`src/rtl/irq_dma_router_pkg.sv`:
```
`timescale 1ns/1ps
package irq_dma_router_pkg;

  // Strobes handed from the control side to the datapath each cycle.
  typedef struct packed {
    logic maskLoad;  // capture new mask value at this edge
    logic dmaSteer;  // route FIFO-service flags to DMA lines
  } routerStrobes_t;

endpackage

```
`src/rtl/irq_dma_router_ctrl.sv`:
```
`timescale 1ns/1ps
module irq_dma_router_ctrl
  import irq_dma_router_pkg::*;
(
  input  logic           maskWrEn,
  input  logic           dmaMode,
  output routerStrobes_t strobes
);

  always_comb begin
    strobes.maskLoad = maskWrEn;
    strobes.dmaSteer = dmaMode;
  end

endmodule

```
`src/rtl/irq_dma_router_datapath.sv`:
```
`timescale 1ns/1ps
module irq_dma_router_datapath
  import irq_dma_router_pkg::*;
#(
  parameter int N_SRC  = 13,
  parameter int BUS_W  = 32,
  parameter int RX_POS = 5,
  parameter int TX_POS = 6
) (
  input  logic             clk,
  input  logic             rstN,
  input  routerStrobes_t   strobes,
  input  logic [BUS_W-1:0] maskWrData,
  input  logic [N_SRC-1:0] setPulse,
  input  logic [N_SRC-1:0] clrPulse,
  output logic [N_SRC-1:0] reqQ,
  output logic [N_SRC-1:0] maskQ,
  output logic             irqQ,
  output logic             rxQ,
  output logic             txQ
);

  localparam logic [N_SRC-1:0] STEER_BITS =
    (N_SRC'(1) << RX_POS) | (N_SRC'(1) << TX_POS);

  logic [N_SRC-1:0] effMask;
  logic             anyPending;

  // Per-flag request storage; a set in the same cycle beats a clear.
  for (genvar b = 0; b < N_SRC; b++) begin : g_req
    always_ff @(posedge clk or negedge rstN) begin
      if (!rstN)            reqQ[b] <= 1'b0;
      else if (setPulse[b]) reqQ[b] <= 1'b1;
      else if (clrPulse[b]) reqQ[b] <= 1'b0;
    end
  end

  always_ff @(posedge clk or negedge rstN) begin
    if (!rstN)                 maskQ <= '0;
    else if (strobes.maskLoad) maskQ <= maskWrData[N_SRC-1:0];
  end

  always_comb begin
    effMask    = maskQ | (strobes.dmaSteer ? STEER_BITS : '0);
    anyPending = |(reqQ & ~effMask);
  end

  always_ff @(posedge clk or negedge rstN) begin
    if (!rstN) begin
      irqQ <= 1'b0;
      rxQ  <= 1'b0;
      txQ  <= 1'b0;
    end else begin
      irqQ <= anyPending;
      rxQ  <= strobes.dmaSteer & reqQ[RX_POS];
      txQ  <= strobes.dmaSteer & reqQ[TX_POS];
    end
  end

  assert_mask_load_R2: assert property (@(posedge clk) disable iff (!rstN)
    $past(strobes.maskLoad) |-> maskQ == $past(maskWrData[N_SRC-1:0]));

  assert_set_sticks_R3: assert property (@(posedge clk) disable iff (!rstN)
    (setPulse != '0) |=> ((reqQ & $past(setPulse)) == $past(setPulse)));

  assert_clear_works_R4: assert property (@(posedge clk) disable iff (!rstN)
    ((clrPulse & ~setPulse) != '0) |=> ((reqQ & $past(clrPulse & ~setPulse)) == '0));

  assert_irq_quiet_R5: assert property (@(posedge clk) disable iff (!rstN)
    ((reqQ & ~maskQ) == '0) |=> !irqQ);

  assert_rx_follow_R7: assert property (@(posedge clk) disable iff (!rstN)
    strobes.dmaSteer |=> rxQ == $past(reqQ[RX_POS]));

  assert_dma_idle_R8: assert property (@(posedge clk) disable iff (!rstN)
    !strobes.dmaSteer |=> (!rxQ && !txQ));

endmodule

```
`src/rtl/irq_dma_router.sv`:
```
`timescale 1ns/1ps
module irq_dma_router
  import irq_dma_router_pkg::*;
#(
  parameter int N_SRC  = 13,
  parameter int BUS_W  = 32,
  parameter int RX_POS = 5,
  parameter int TX_POS = 6
) (
  input  logic             clk,
  input  logic             rstN,
  input  logic             maskWrEn,
  input  logic [BUS_W-1:0] maskWrData,
  input  logic [N_SRC-1:0] setPulse,
  input  logic [N_SRC-1:0] clrPulse,
  input  logic             dmaMode,
  output logic [N_SRC-1:0] reqState,
  output logic [N_SRC-1:0] maskState,
  output logic             irqOut,
  output logic             rxDmaReq,
  output logic             txDmaReq
);

  routerStrobes_t strobes;

  irq_dma_router_ctrl u_ctrl (
    .maskWrEn (maskWrEn),
    .dmaMode  (dmaMode),
    .strobes  (strobes)
  );

  irq_dma_router_datapath #(
    .N_SRC  (N_SRC),
    .BUS_W  (BUS_W),
    .RX_POS (RX_POS),
    .TX_POS (TX_POS)
  ) u_datapath (
    .clk        (clk),
    .rstN       (rstN),
    .strobes    (strobes),
    .maskWrData (maskWrData),
    .setPulse   (setPulse),
    .clrPulse   (clrPulse),
    .reqQ       (reqState),
    .maskQ      (maskState),
    .irqQ       (irqOut),
    .rxQ        (rxDmaReq),
    .txQ        (txDmaReq)
  );

endmodule

```
`config.mk`:
```
export PLATFORM = sky130hd
export DESIGN_NAME = irq_dma_router
export DESIGN_NICKNAME = d
export VERILOG_FILES = /design/src/rtl/irq_dma_router_pkg.sv /design/src/rtl/irq_dma_router_ctrl.sv /design/src/rtl/irq_dma_router_datapath.sv /design/src/rtl/irq_dma_router.sv
export SDC_FILE = /design/constraint.sdc
export NUM_CORES = 1
export LEC_CHECK = 0
export BUFFER_PORTS_ARGS = -buffer_cell sky130_fd_sc_hd__buf_2
export CORE_UTILIZATION = 43
export CTS_BUF_LIST = sky130_fd_sc_hd__clkbuf_4 sky130_fd_sc_hd__clkbuf_8
export DETAILED_ROUTE_END_ITERATION = 10
export GPL_TIMING_DRIVEN = 1
export PLACE_DENSITY = 0.85
export SYNTH_ARGS = -nofsm -noshare
export SYNTH_HDL_FRONTEND = slang
export SYNTH_SLANG_ARGS = --single-unit
```
`constraint.sdc`:
```
create_clock -name clk -period 2.15 [get_ports clk]
set_input_delay 0 -clock clk [delete_from_list [all_inputs] [get_ports clk]]
set_output_delay 0 -clock clk [all_outputs]
set_load 0.05 [all_outputs]
```
==> results by stage <==
Detailed routing:
- The number of design rule violations left after detail routing is 0.
- The number of search-and-repair iterations in the first detailed-routing pass is 2.
- The detail route stage leaves a number of antenna-violating nets equal to 0.
- Across all layers, the routed design uses 1102 vias.
- In the routed layout, each cell is associated on average with a via count of 4.71.
- The number of DRC violations after detailed-routing iteration 0 is 10.
- The final routed wirelength across all metal layers is 3.38 mm.
- The mean routed wirelength per cell is 14.4 um.

Timing:
- Summed over all failing endpoints, the final setup total negative slack is 0 ps.
- The final number of setup-violating endpoints is 0.
- The achievable clock frequency is 0.745 GHz.
- Setup repair after global routing left no endpoint under its margin.
- The number of pins with negative max-slew slack in the final report is 0.
- The relative max-transition margin is 58.2%.
- The total count of hold-check failures in the final report is 0.
- The worst path uses 62.4% of the clock period.
- For the pin with the worst max-slew slack, the measured transition is 627 ps.
- The clock arrives with 7.73 ps of skew.
- The shortest period the worst path allows is 1340 ps.

Finish:
- The number of antenna diodes in the final layout is 0.
- The area added between synthesis and finish is 76.3%.
- The final-stage net count is 265.
- Once layout is complete, the utilization of the core stands at 81.0%.
- Of the cells placed in the final design, the portion with a size suffix greater than 1 is 45.6%.

Logic synthesis:
- In the synthesized netlist the dominant register cell turns out to be dfrtp_1.
- The number of different library cells used by synthesis comes to 14.
- The proportion of synthesized chip area in sequential cells is 63.8%.
- By count the netlist is led by dfrtp_1, mux2_2, inv_1, a21o_1, nand2b_1.
- The cell with the most instances after synthesis is dfrtp_1.
- The average instance area after synthesis is 13.4 sq um.
- By area the synthesized netlist is led by dfrtp_1, mux2_2, a21o_1.
- The largest area contributor in the netlist is dfrtp_1.
- The number of synthesis warnings is 0.
- The synthesized cell area is 1140 sq um.
- Yosys mapped a number of flops with a built-in enable equal to 0.
- The area share of the largest cell type after synthesis is 63.8%.
- After synthesis the netlist holds a flip-flop and latch count of 29.
- Counting every net in the synthesized netlist gives 147.
- The synthesized netlist cell count is 85.
- In the synthesized netlist the async set-or-reset flop fraction comes to 100%.

Clock network:
- The later pin in the worst-skew pair is clocked with a latency of 320 ps.
- The CTS sink count is 29.
- Counting the buffers created by CTS gives 5.
- The root cell of the clock tree is clkbuf_4.
- The TritonCTS clock tree is built.
- After clock tree synthesis, the clock-pin slew on the worst setup and hold paths is 90 ps.
- The maximum buffer depth of the clock tree is 2.
- The number of instances resized during post-cts repair is 0.
- CTS built an H-tree with a depth of 2.

Die:
- The standard cell core area is 2480 sq um.
- The die span in y is 53.4 um.
- For this configuration, the core starts out at a cell density of 45.9%.
- The die span in x is 53.4 um.
- The total die area is 2850 sq um.
- The number of standard-cell rows in the floorplan is 18.
- The number of top-level design ports is 91.

Global routing:
- The pin count of the biggest net entering global routing is 30.
- The remaining global-route overflow is 0.
- The overall fraction of global-route tracks in use is 25.6%.
- The number of global-route vias before repair was 1104.
- The initial antenna violation count was 0.
- The global-route wire length before repair is 4.79 mm.

Setup path:
- The largest stage delay on the critical path is 520 ps.
- The family with the most delay on the worst path is simple AND/OR/NAND/NOR gates.
- In this run the worst path has a maximum fanout of 3.
- The library cell contributing the largest single delay on the critical path is or4_1.
- The count of buffer and inverter cells on the critical path is 0.
- The worst setup path is of the flop to flop kind.
- The critical path goes through or2b_1, o2111ai_1, or4_1.
- For the worst setup path, the data arrival time is 1540 ps.
- STA classifies the critical path startpoint as a flop.
- The required time at the endpoint of the critical path is 2350 ps.
- The sort of element at the end of the critical path is a flop.
- The slack of the worst reg-to-reg path is 810 ps.

Placed design:
- The count of input and output buffers is 71.
- After legalization and detailed placement, the total HPWL measured 1.93 mm.
- The placer congestion estimate is 0.657.

Run status:
- The flow ran to the end, and the final reports show no timing, DRC or antenna violations.

Run:
- The tool flagged a number of max-cap violations equal to 0.

Hold path:
- The class of the tightest hold or removal check is input pin to flop.

Pwr:
- The worst vdd rail ir drop is 0.666 mV.
- The power density over the cells is 694 nW/um^2.
- For this design the static power due to leakage is 1.02 nW.
final cells by class:
cell class	instances	area [sq um]
flip-flops and latches	29	726
repair buffers	112	766
clock buffers	7	65.1
inverters	13	50.0
well taps	30	37.5
fillers	155	472
multi-input cells	42	357
clock inverters	1	5.00
metrics by stage:
step	instance area, sq um	power [mW]	worst slack, ps	cells	hold WS, ps
after floorplan	1140	0.848	630	85	-296
after global placement	1530	0.948	890	185	42.0
after detailed placement	1530	0.960	839	185	65.2
after CTS	2010	1.40	827	234	165
after global routing	2010	1.46	771	234	163
final	2010	1.39	808	234	176
registers in the layout, indices dropped and copies added (netlist names):
register,flops
u_datapath.reqQ,13
u_datapath.rxQ,1
u_datapath.txQ,1
u_datapath.maskQ,13
u_datapath.irqQ,1
logic make-up (layout without fill, tap and decap cells):
kind of cell	count (synthesis)	count (layout)	synth area share [%]
flops	29	29	63.8
compound gates	17	17	11.3
buf+inv	14	133	4.84
mux	13	13	12.9
simple gates	12	12	7.15
placed cells by master, fill, tap and decap left out:
cell type | Yosys | routed
and2_1 | 2 | 2
o221ai_1 | 1 | 1
a21oi_1 | 1 | 1
buf_2 | 1 | 71
clkbuf_4 | 0 | 5
inv_1 | 12 | 12
dfrtp_1 | 29 | 29
or4_1 | 1 | 1
dlygate4sd3_1 | 0 | 41
a21o_1 | 9 | 9
clkinvlp_2 | 1 | 1
nand2b_1 | 5 | 5
mux2_2 | 13 | 13
or2b_1 | 4 | 4
clkinv_2 | 0 | 1
clkbuf_8 | 0 | 2
o21bai_1 | 4 | 4
o2111ai_1 | 2 | 2
layer usage:
layer | routed length [um] | part of all wire, % | global-route usage (%) | up-vias
li1 | - | - | - | 522
met1 | 1170 | 35 | 23.2 | 516
met2 | 1900 | 56 | 47.7 | 54
met3 | 195 | 5.8 | 9.48 | 10
met4 | 118 | 3.5 | 14.5 | 0
met5 | 0 | 0 | 0 | -
final timing paths:
check                                    startpoint                  end  cells past startpoint
worst max-delay path             u_datapath.reqQ[2]      u_datapath.irqQ                      3
worst min-delay path                       maskWrEn  u_datapath.maskQ[9]                      2
worst max register to register   u_datapath.reqQ[2]      u_datapath.irqQ                      3
worst min register to register  u_datapath.maskQ[7]  u_datapath.maskQ[7]                      1
max in group asynchronous                      rstN   u_datapath.reqQ[6]                      2
min in group asynchronous                      rstN   u_datapath.reqQ[9]                      2
where the power goes:
| group | switching (mW) | internal (mW) | total (mW) |
|---|---|---|---|
| logic | 0.242 | 0.157 | 0.399 |
| registers | 0.0319 | 0.589 | 0.621 |
| clock network | 0.183 | 0.189 | 0.372 |
timing repair:
action | CTS | global route
hold buffers | 41 | 0
setup buffers | 0 | 0
endpoints found under the hold margin | 57 | 0
(Power assumes the default switching activity.)
